--- config.mk ---
export PLATFORM = sky130hd
export DESIGN_NAME = prio_qsched
export DESIGN_NICKNAME = d
export VERILOG_FILES = /design/src/rtl/qsched_pkg.sv /design/src/rtl/prio_classify.sv /design/src/rtl/desc_fifo.sv /design/src/rtl/wrr_sched.sv /design/src/rtl/prio_qsched.sv
export SDC_FILE = /design/constraint.sdc
export NUM_CORES = 1
export LEC_CHECK = 0
export ABC_CLOCK_PERIOD_IN_PS = 4700
export BUFFER_PORTS_ARGS = -buffer_cell sky130_fd_sc_hd__buf_4
export CORE_ASPECT_RATIO = 1.4
export CORE_MARGIN = 3
export CORE_UTILIZATION = 59
export CTS_BUF_LIST = sky130_fd_sc_hd__clkbuf_2
export DETAILED_ROUTE_END_ITERATION = 8
export PLACE_DENSITY_LB_ADDON = 0.15
export SLEW_MARGIN = 20
export SYNTH_ARGS = -nofsm -noshare
export SYNTH_HDL_FRONTEND = slang
export SYNTH_SLANG_ARGS = --single-unit
--- constraint.sdc ---
create_clock -name clk -period 4.7 [get_ports clk]
set_input_delay 0.94 -clock clk [delete_from_list [all_inputs] [get_ports clk]]
set_output_delay 0.94 -clock clk [all_outputs]
set_load 0.03 [all_outputs]
--- src/rtl/qsched_pkg.sv ---
package qsched_pkg;
  localparam int NUM_Q    = 4;
  localparam int QSEL_W   = 2;
  localparam int CREDIT_W = 4;

  typedef logic [QSEL_W-1:0] qsel_t;

  // grants per visit: 1, 2, 4, 8 from lowest to highest queue
  function automatic logic [CREDIT_W-1:0] q_weight(qsel_t q);
    return CREDIT_W'(1) << q;
  endfunction
endpackage

--- src/rtl/prio_classify.sv ---
module prio_classify
  import qsched_pkg::*;
#(
  parameter int NUM_PORTS = 16,
  localparam int PORT_W = (NUM_PORTS > 1) ? $clog2(NUM_PORTS) : 1
) (
  input  logic                 tagged_i,
  input  logic [2:0]           tag_pri_i,
  input  logic [PORT_W-1:0]    port_i,
  input  logic [NUM_PORTS-1:0] hi_mask_i,
  output qsel_t                q_o
);
  logic hi_port;
  assign hi_port = hi_mask_i[port_i];

  always_comb begin
    q_o = qsel_t'(0);
    if (tagged_i && tag_pri_i != 3'd0) begin
      unique case (tag_pri_i)
        3'd1, 3'd2:       q_o = qsel_t'(1);
        3'd3, 3'd4, 3'd5: q_o = qsel_t'(2);
        default:          q_o = qsel_t'(3);
      endcase
    end else if (hi_port) begin
      q_o = qsel_t'(2);
    end
  end
endmodule

--- src/rtl/desc_fifo.sv ---
module desc_fifo #(
  parameter int W     = 16,
  parameter int DEPTH = 8,
  localparam int PTR_W = (DEPTH > 1) ? $clog2(DEPTH) : 1,
  localparam int CNT_W = $clog2(DEPTH + 1)
) (
  input  logic             clk,
  input  logic             rst_n,
  input  logic             push,
  input  logic [W-1:0]     din,
  input  logic             pop,
  output logic [W-1:0]     dout,
  output logic [CNT_W-1:0] count,
  output logic             full,
  output logic             empty
);
  logic [W-1:0]     mem [DEPTH];
  logic [PTR_W-1:0] wr_ptr, rd_ptr;
  logic             do_push, do_pop;

  assign full    = (count == CNT_W'(DEPTH));
  assign empty   = (count == '0);
  assign do_push = push && !full;
  assign do_pop  = pop && !empty;
  assign dout    = mem[rd_ptr];

  function automatic logic [PTR_W-1:0] bump(logic [PTR_W-1:0] p);
    return (p == PTR_W'(DEPTH - 1)) ? '0 : p + PTR_W'(1);
  endfunction

  always_ff @(posedge clk) begin
    if (do_push) mem[wr_ptr] <= din;
  end

  always_ff @(posedge clk or negedge rst_n) begin
    if (!rst_n) begin
      wr_ptr <= '0;
      rd_ptr <= '0;
      count  <= '0;
    end else begin
      if (do_push) wr_ptr <= bump(wr_ptr);
      if (do_pop)  rd_ptr <= bump(rd_ptr);
      case ({do_push, do_pop})
        2'b10:   count <= count + CNT_W'(1);
        2'b01:   count <= count - CNT_W'(1);
        default: count <= count;
      endcase
    end
  end

  // occupancy never exceeds the depth
  a_r7_depth_bound: assert property (@(posedge clk) disable iff (!rst_n)
    count <= CNT_W'(DEPTH));
  // reads are only requested from a queue that holds data
  a_r4_pop_nonempty: assert property (@(posedge clk) disable iff (!rst_n)
    pop |-> !empty);
  // a write attempted at full leaves occupancy unchanged unless a read occurs
  a_r8_full_hold: assert property (@(posedge clk) disable iff (!rst_n)
    (full && !pop) |=> full);
endmodule

--- src/rtl/wrr_sched.sv ---
module wrr_sched
  import qsched_pkg::*;
(
  input  logic             clk,
  input  logic             rst_n,
  input  logic [NUM_Q-1:0] nonempty,
  input  logic [NUM_Q-1:0] last_one,
  input  logic             grant,
  output qsel_t            sel
);
  qsel_t               cur, nxt;
  logic [CREDIT_W-1:0] credit;
  logic                keep;

  always_comb begin
    keep = nonempty[cur] && (credit != '0);
    nxt  = cur;
    // visit order descends and wraps: cur-1, cur-2, cur-3, then cur itself
    for (int k = NUM_Q; k >= 1; k--) begin
      if (nonempty[qsel_t'(int'(cur) - k)]) nxt = qsel_t'(int'(cur) - k);
    end
    sel = keep ? cur : nxt;
  end

  always_ff @(posedge clk or negedge rst_n) begin
    if (!rst_n) begin
      cur    <= '0;
      credit <= '0;
    end else if (grant) begin
      cur <= sel;
      if (last_one[sel])  credit <= '0;
      else if (keep)      credit <= credit - CREDIT_W'(1);
      else                credit <= q_weight(nxt) - CREDIT_W'(1);
    end
  end

  // remaining credit never exceeds the largest weight minus one
  a_r5_credit_bound: assert property (@(posedge clk) disable iff (!rst_n)
    credit <= q_weight(qsel_t'(NUM_Q - 1)) - CREDIT_W'(1));
  // when anything is pending the selected queue holds data
  a_r5_sel_nonempty: assert property (@(posedge clk) disable iff (!rst_n)
    (|nonempty) |-> nonempty[sel]);
  // taking a queue's only entry leaves no credit behind
  a_r6_forfeit: assert property (@(posedge clk) disable iff (!rst_n)
    (grant && last_one[sel]) |=> (credit == '0));
endmodule

--- src/rtl/prio_qsched.sv ---
module prio_qsched
  import qsched_pkg::*;
#(
  parameter int DESC_W    = 16,
  parameter int NUM_PORTS = 16,
  parameter int QDEPTH    = 8,
  localparam int PORT_W = (NUM_PORTS > 1) ? $clog2(NUM_PORTS) : 1,
  localparam int CNT_W  = $clog2(QDEPTH + 1)
) (
  input  logic                 clk,
  input  logic                 rst_n,
  input  logic                 in_valid,
  input  logic [DESC_W-1:0]    in_desc,
  input  logic                 in_tagged,
  input  logic [2:0]           in_tag_pri,
  input  logic [PORT_W-1:0]    in_port,
  input  logic [NUM_PORTS-1:0] hi_port_mask,
  output logic                 out_valid,
  input  logic                 out_ready,
  output logic [DESC_W-1:0]    out_desc,
  output logic [1:0]           out_queue,
  output logic                 drop
);
  qsel_t             tgt_q, sel;
  logic [NUM_Q-1:0]  push, pop, full, empty, last_one;
  logic [DESC_W-1:0] head [NUM_Q];
  logic [CNT_W-1:0]  cnt  [NUM_Q];
  logic              grant;

  prio_classify #(.NUM_PORTS(NUM_PORTS)) u_cls (
    .tagged_i (in_tagged),
    .tag_pri_i(in_tag_pri),
    .port_i   (in_port),
    .hi_mask_i(hi_port_mask),
    .q_o      (tgt_q)
  );

  assign out_valid = |(~empty);
  assign grant     = out_valid && out_ready;

  for (genvar q = 0; q < NUM_Q; q++) begin : g_q
    assign push[q]     = in_valid && (tgt_q == qsel_t'(q)) && !full[q];
    assign pop[q]      = grant && (sel == qsel_t'(q));
    assign last_one[q] = (cnt[q] == CNT_W'(1));

    desc_fifo #(.W(DESC_W), .DEPTH(QDEPTH)) u_fifo (
      .clk  (clk),
      .rst_n(rst_n),
      .push (push[q]),
      .din  (in_desc),
      .pop  (pop[q]),
      .dout (head[q]),
      .count(cnt[q]),
      .full (full[q]),
      .empty(empty[q])
    );
  end

  wrr_sched u_sched (
    .clk     (clk),
    .rst_n   (rst_n),
    .nonempty(~empty),
    .last_one(last_one),
    .grant   (grant),
    .sel     (sel)
  );

  assign out_desc  = head[sel];
  assign out_queue = sel;

  always_ff @(posedge clk or negedge rst_n) begin
    if (!rst_n) drop <= 1'b0;
    else        drop <= in_valid && full[tgt_q];
  end

  // at most one queue is read per cycle
  a_r4_single_pop: assert property (@(posedge clk) disable iff (!rst_n)
    $onehot0(pop));
  // the offered queue holds data whenever something is offered
  a_r4_offer_nonempty: assert property (@(posedge clk) disable iff (!rst_n)
    out_valid |-> !empty[out_queue]);
  // a drop pulse follows an arrival at a full queue and lasts one cycle
  a_r8_drop_cause: assert property (@(posedge clk) disable iff (!rst_n)
    $rose(drop) |-> $past(in_valid));
  // a fresh arrival into an idle block is offered on the next cycle
  a_r9_latency: assert property (@(posedge clk) disable iff (!rst_n)
    (!out_valid && in_valid) |=> out_valid);
endmodule

Word-level counts from Yosys, hierarchy flattened --
Memory sizes are Yosys's and may differ from the RTL's. Cells that the tools add are included.
Storage, ports and cells: word-level logic and storage cells 184, bits in writable memories 512, output and inout port bits 20, memories 4, input bits 44, register bits 47
Memories:
- g_q[0].u_fifo.mem | depth 8, bits a word 16, rd ports 1, clocked after memory_dff 0, write ports 1, RTL line desc_fifo.sv:17 | logic [W-1:0] mem [DEPTH];
- g_q[1].u_fifo.mem | depth 8, bits a word 16, rd ports 1, clocked after memory_dff 0, write ports 1, RTL line desc_fifo.sv:17
- g_q[2].u_fifo.mem | depth 8, bits a word 16, rd ports 1, clocked after memory_dff 0, write ports 1, RTL line desc_fifo.sv:17
- g_q[3].u_fifo.mem | depth 8, bits a word 16, rd ports 1, clocked after memory_dff 0, write ports 1, RTL line desc_fifo.sv:17
Cells by class: equal/unequal tests 35, bitwise gates (word level) 2, magnitude comparators 9, add/sub/neg operators 22, shift operators 1, reduce and logical (&&, ||, !) cells 47, muxes and demuxes 49
Operators by type and width (count):
- $bmux 16 s2 | 1
- $mux 16 | 2
- $pmux 4 s2 | 4
- $eq 3x3->1 const B | 10
- $add 3x1->3 const B | 8
- $logic_and 1x1->1 | 24
- $mux 3 | 8
- $sub 4x1->4 const B | 6
- $lt 2x3->1 const B | 7
- $add 4x1->4 const B | 4
- $eq 2x2->1 const B | 8
- $eq 4x1->1 const B | 4
- $eq 4x4->1 const B | 4
- $logic_not 4->1 | 4
- $mux 1 | 16
- $bmux 1 s2 | 7
- $mux 2 | 7
- $eq 2x1->1 const B | 6
- $logic_not 1->1 | 8
- $mux 4 | 2
- $reduce_bool 2->1 | 4
- $eq 3x2->1 const B | 2
- $lt 4x5->1 const B | 1
- $bmux 1 s4 | 1
- 14 further kinds | 17

Logic depth before layout (Yosys ltp) --
word-level depth 14, gate-level depth with buffers 14, mapped depth without buffers 13

By module --
From an unflattened synthesis, not the netlist that was laid out.
Second synthesis, totals: cells, all modules 1141, area, all modules 23724.0 sq um
By module, submodules not included:
- desc_fifo at g_q[2].u_fifo ... | area an instance 5604.1 sq um, seq. area each 4093.9 sq um, cells each 254, instances 2
- desc_fifo at g_q[0].u_fifo | area an instance 5616.6 sq um, seq. area each 4093.9 sq um, cells each 256, instances 1
- desc_fifo at g_q[1].u_fifo | area an instance 5601.6 sq um, seq. area each 4093.9 sq um, cells each 254, instances 1
- prio_qsched | area an instance 580.6 sq um, seq. area each 25.0 sq um, cells each 45, instances 1
- wrr_sched | area an instance 515.5 sq um, seq. area each 150.1 sq um, cells each 54, instances 1
- prio_classify | area an instance 201.4 sq um, seq. area each 0.0 sq um, cells each 24, instances 1

Worst setup path before layout --
Ideal clock, no wire load.
path kind input port to flip-flop, start point in in_port[0], end point mem g_q[0].u_fifo.mem[2][0] (enable), data arrival time 3.822 ns, slack 0.465 ns, cell stages on the path 7, library setup time 0.413 ns, buffers on the path 1, cell sequence mux4_2 mux4_2 a22oi_2 and4_1 buf_2 nand2b_1 nor3b_1
On the way: word-level cells in the longest chain between the ends 10
Ends and longest elaborated chain:
- from (decl) | RTL line prio_qsched.sv:16 | input logic [PORT_W-1:0] in_port,
- $bmux 1 s4 | RTL line prio_classify.sv:14 | assign hi_port = hi_mask_i[port_i];
- $mux 1 (implied by the code) | RTL line prio_classify.sv:14
- $mux 2 | RTL line prio_classify.sv:24 | end else if (hi_port) begin
- $mux 2 | RTL line prio_classify.sv:18 | if (tagged_i && tag_pri_i != 3'd0) begin
- $logic_not 2->1 | RTL line prio_qsched.sv:42 | assign push[q] = in_valid && (tgt_q == qsel_t'(q)) && !full[q];
- $logic_and 1x1->1 (2 in series) | RTL line prio_qsched.sv:42
- $logic_and 1x1->1 | RTL line desc_fifo.sv:23 | assign do_push = push && !full;
- $mux 1 | RTL line desc_fifo.sv:32 | if (do_push) mem[wr_ptr] <= din;
- $mux 1 (implied by the code) | RTL line desc_fifo.sv:32
- to (decl) | RTL line desc_fifo.sv:17
Every way passes these cells. The select of a mux whose other input is x is not followed.

Final worst setup path --
start point reg g_q[2].u_fifo.count[1], end point out out_desc[0]
On the way: word-level cells in the longest chain between the ends 13, elaborated cells between the ends (all ways) 22, those cells by class mux (18); bitwise (2); reduce/logical (2)
Ends and longest elaborated chain:
- from (decl) | RTL line desc_fifo.sv:13 | output logic [CNT_W-1:0] count,
- from (signal assigned) | RTL line desc_fifo.sv:44 | 2'b10: count <= count + CNT_W'(1);
- from (signal assigned) | RTL line desc_fifo.sv:45 | 2'b01: count <= count - CNT_W'(1);
- from (signal assigned) | RTL line desc_fifo.sv:46 | default: count <= count;
- $logic_not 4->1 (*) | RTL line desc_fifo.sv:22 | assign empty = (count == '0);
- $not 4->4 (*) | RTL line prio_qsched.sv:62 | .nonempty(~empty),
- $bmux 1 s2 | RTL line wrr_sched.sv:20 | if (nonempty[qsel_t'(int'(cur) - k)]) nxt = qsel_t'(int'(cur) - k);
- $mux 1 (implied by the code) | RTL line wrr_sched.sv:20
- $mux 2 (4 in series) | RTL line wrr_sched.sv:20
- $mux 2 (*) | RTL line wrr_sched.sv:22 | sel = keep ? cur : nxt;
- $not 2->3 (implied by the code) (*) | RTL line prio_qsched.sv:68 | assign out_desc = head[sel];
- $bmux 16 s2 (*) | RTL line prio_qsched.sv:68
- $mux 16 (implied by the code) (*) (2 in series) | RTL line prio_qsched.sv:68
- to (decl) | RTL line prio_qsched.sv:20 | output logic [DESC_W-1:0] out_desc,
Mark *: on every way between the ends. The rest lies on a longest branch, timed or not. The select of a mux whose other input is x is not followed.

==> results.json <==
{
  "wl_met1_mm": 20.07,
  "hold_class": "input pin to flop",
  "synth_edf_count": 512,
  "vias_per_cell": 6.234,
  "worstHoldStart": "in_valid",
  "startpoint": "g_q[2].u_fifo.count[1]",
  "final_common_cell": "edfxtp_1",
  "p_comb_share_pct": 45.0,
  "postSynthAreaPerCell_um2": 19.66,
  "synth.distinct_cells": 49,
  "drt-total-wl_mm": 53.67,
  "hold_path_end": "drop",
  "rsz0062_at_grt": "yes",
  "crit_chain": "inv_2 -> ha_4 -> nor3b_4 -> buf_4 -> buf_4 -> mux2_4 -> o221a_4 -> o221a_4 -> a211oi_1 -> a21o_1 -> buf_6",
  "rows": 84,
  "min_period_over_period_pct": 97.55,
  "start_util_pct": 60.37,
  "gp_congestion": 0.8416,
  "antenna_found_initial": 1,
  "grt_pass1_vias": 13070,
  "layout_common_cells": "512 x edfxtp_1, 194 x clkbuf_2, 134 x mux4_2, 127 x buf_4, 40 x dfrtp_1",
  "grt_usage_pct": 26.33,
  "cp.arrival_ps": 3640,
  "cpPeakStageDelay_ps": 380,
  "drive_gt1_share_pct": 41.47,
  "clk_latency_ps": 1060,
  "crit_family": "compound AO/OA/AOI/OAI gates",
  "cts_buffers": 133,
  "cts.sinks": 559,
  "ant_nets": 0,
  "p_per_area_mw_per_mm2": 654.3,
  "num_vias": 12500,
  "drtIter0Drc": 1136,
  "cp_max_fo": 6,
  "startpoint_type": "flop",
  "whs_path_depth": 2,
  "wl_per_cell_um": 26.77,
  "swShare_pct": 38.47,
  "p_seq_share_pct": 36.7,
  "synth_cells": 1168,
  "grt_pass1_wl_mm": 80.08,
  "path_clk_slew_ps": 120,
  "final_util_pct": 69.48,
  "cts_tree": "built",
  "maxSlewViolCount": 0,
  "io_buffers": 63,
  "ys_seq_area_share_pct": 72.06,
  "ioPinCount": 64,
  "p_int_mw": 10.64,
  "relSlewSlack_pct": 24.22,
  "met3WireLength_mm": 4.703,
  "period_needed_ps": 4585,
  "regToRegStartpoint": "g_q[1].u_fifo.count[0]",
  "core-area_mm2": 0.03805,
  "synth.net_count": 1249,
  "grt_start_max_net_pins": 48,
  "fin_cells": 2005,
  "finalSetupViolCount": 0,
  "die_area_mm2": 0.04137,
  "dp.cells": 1742,
  "clkPwrFrac_pct": 18.2,
  "path_class": "flop to primary output",
  "globalRoute.totalOverflow": 0,
  "die_w_um": 172.8,
  "die-height_um": 239.5,
  "max_slew.worst_pin.slew_ps": 1137,
  "area_growth_pct": 15.08,
  "cts_root_buffer": "clkbuf_2",
  "leakagePower_nw": 9.107,
  "num-nets-final": 1474,
  "finalClockSkew_ps": 64.45,
  "reg2regPathDepth": 13,
  "dr.max_layer_used": "met4",
  "hold_viol": 0,
  "ys.flop_type": "edfxtp_1",
  "synth_seq_cells": 559,
  "p_total_mw": 17.29,
  "slowest_stage": "dfrtp_1",
  "rrSetupSlack_ps": 1050,
  "whs_ps": 144.5,
  "worstReg2RegEnd": "g_q[1].u_fifo.count[3]",
  "endpoint_kind": "primary output",
  "wl_met2_mm": 27.11,
  "synth_warnings": 0,
  "max_freq_mhz": 218.1,
  "clk_path_buf_depth": 3,
  "status": "finished clean",
  "drt-pass1-iter-count": 7,
  "cp_data_required_time_ps": 3760,
  "drv_cap": 0,
  "tns_ps": 0,
  "drc": 0,
  "critPathBufInv": 4,
  "htree_levels": 4,
  "async_flop_share_pct": 8.408,
  "dpl.hpwl_mm": 31.38,
  "ir_drop_v": 0.0009763,
  "p_switching_mw": 6.654,
  "syn_area_mm2": 0.02297
}
[stage by stage]
step	worst slack, ps	cell area [µm²]
after floorplan	464.9	22970
after global placement	652.0	24400
after detailed placement	524.3	24400
after CTS	3.053	25940
after global routing	-53.93	26430
final	115.3	26430
[worst max path at each step]
| stage | slack (ps) | end | cells past startpoint |
|---|---|---|---|
| final | 120 | out_desc[0] | 11 |
| after global routing | -50 | out_desc[0] | 12 |
| after CTS | 3 | out_desc[1] | 13 |
| after detailed placement | 520 | out_desc[12] | 12 |
| after global placement | 650 | out_desc[7] | 12 |
| after floorplan | 460 | g_q[0].u_fifo.mem[2][0] | 7 |
[what timing repair did]
item / 4_1_cts / 5_1_grt
cloned: 3 / 4
pin swaps: 3 / 28
resized for setup: 24 / 83
hold buffers: 1 / 0
hold endpoints to repair: 47 / 0
endpoints found under the setup margin: 17 / 16
buffers inserted: 17 / 7
[area by class of cell]
type                            instances  area [µm²]
Timing Repair inverter                  1       8.758
Antenna cell                            1       2.502
Clock inverter                         36       249.0
Clock buffer                          194       970.9
Inverter                               20       82.58
Timing Repair Buffer                  146        1247
Sequential cell                       559       16560
Tap cell                              516       645.6
Multi-Input combinational cell        532        6664
Fill cell                            2523       11610
[power groups by stage]
| stage | Sequential [mW] | Combinational [mW] | Clock (mW) |
|---|---|---|---|
| after global routing | 6.43 | 8.23 | 3.51 |
| after floorplan | 6.13 | 4.55 | 0 |
| after CTS | 6.34 | 6.91 | 3.24 |
| after detailed placement | 6.45 | 6.38 | 0 |
| final | 6.36 | 7.79 | 3.15 |
| after global placement | 6.42 | 6.30 | 0 |
[worst reg2reg max path, stage by stage, from the launching register on]
cell and delay [ps]:
dfrtp_1 380, inv_2 70, ha_4 160, or3b_4 270, nor2_1 80, a211oi_2 690, o221a_4 530, and3_1 310
nand2_1 230, inv_1 130, ha_1 240, nand3_1 100, a21oi_1 210, xor2_1 170
[synthesized netlist by cell type (8+ instances only)]
cell / instances / share of area [%]
xnor2_1: 10 / 0.38
mux4_2: 134 / 13
ha_1: 37 / 2.0
inv_1: 19 / 0.31
buf_2: 13 / 0.28
nand2_1: 25 / 0.41
mux2i_1: 36 / 1.6
clkbuf_1: 36 / 0.59
nor2_1: 33 / 0.54
dfrtp_1: 47 / 5.1
nor3b_1: 19 / 0.62
o21ai_0: 13 / 0.28
mux2_2: 23 / 1.1
a21oi_1: 24 / 0.52
nor3_1: 9 / 0.20
a211oi_1: 50 / 1.6
a21o_1: 19 / 0.62
xor2_1: 8 / 0.31
nor2b_1: 36 / 0.98
edfxtp_1: 512 / 67
buf_1: 8 / 0.13
[kinds of logic (layout without fill, tap and decap cells)]
logic type               after synthesis  count (layout)  synth area share (%)
flip-flops                           559             559                 72.06
multiplexers                         193             193                 15.84
AND/OR/NAND/NOR                      159             159                 4.184
AO/OA/AOI/OAI                        122             125                 3.759
buffers and inverters                 80             397                 1.460
adder cells (fa/ha/maj)               37              37                 2.016
XOR/XNOR                              18              18                0.6864
other                                  0               1                     0
[state kept, by name, summed over array words and instances, names as in the netlist]
signal	flops
g_q.u_fifo.mem	512
g_q.u_fifo.count	16
g_q.u_fifo.rd_ptr	12
g_q.u_fifo.wr_ptr	12
u_sched.credit	4
u_sched.cur	2
drop	1
[layer usage]
layer	up-vias	track usage, %
li1	5306	-
met1	6478	34.49
met2	598	42.75
met3	117	6.089
met4	0	12.34
met5	-	0
(Power assumes the default switching activity.)
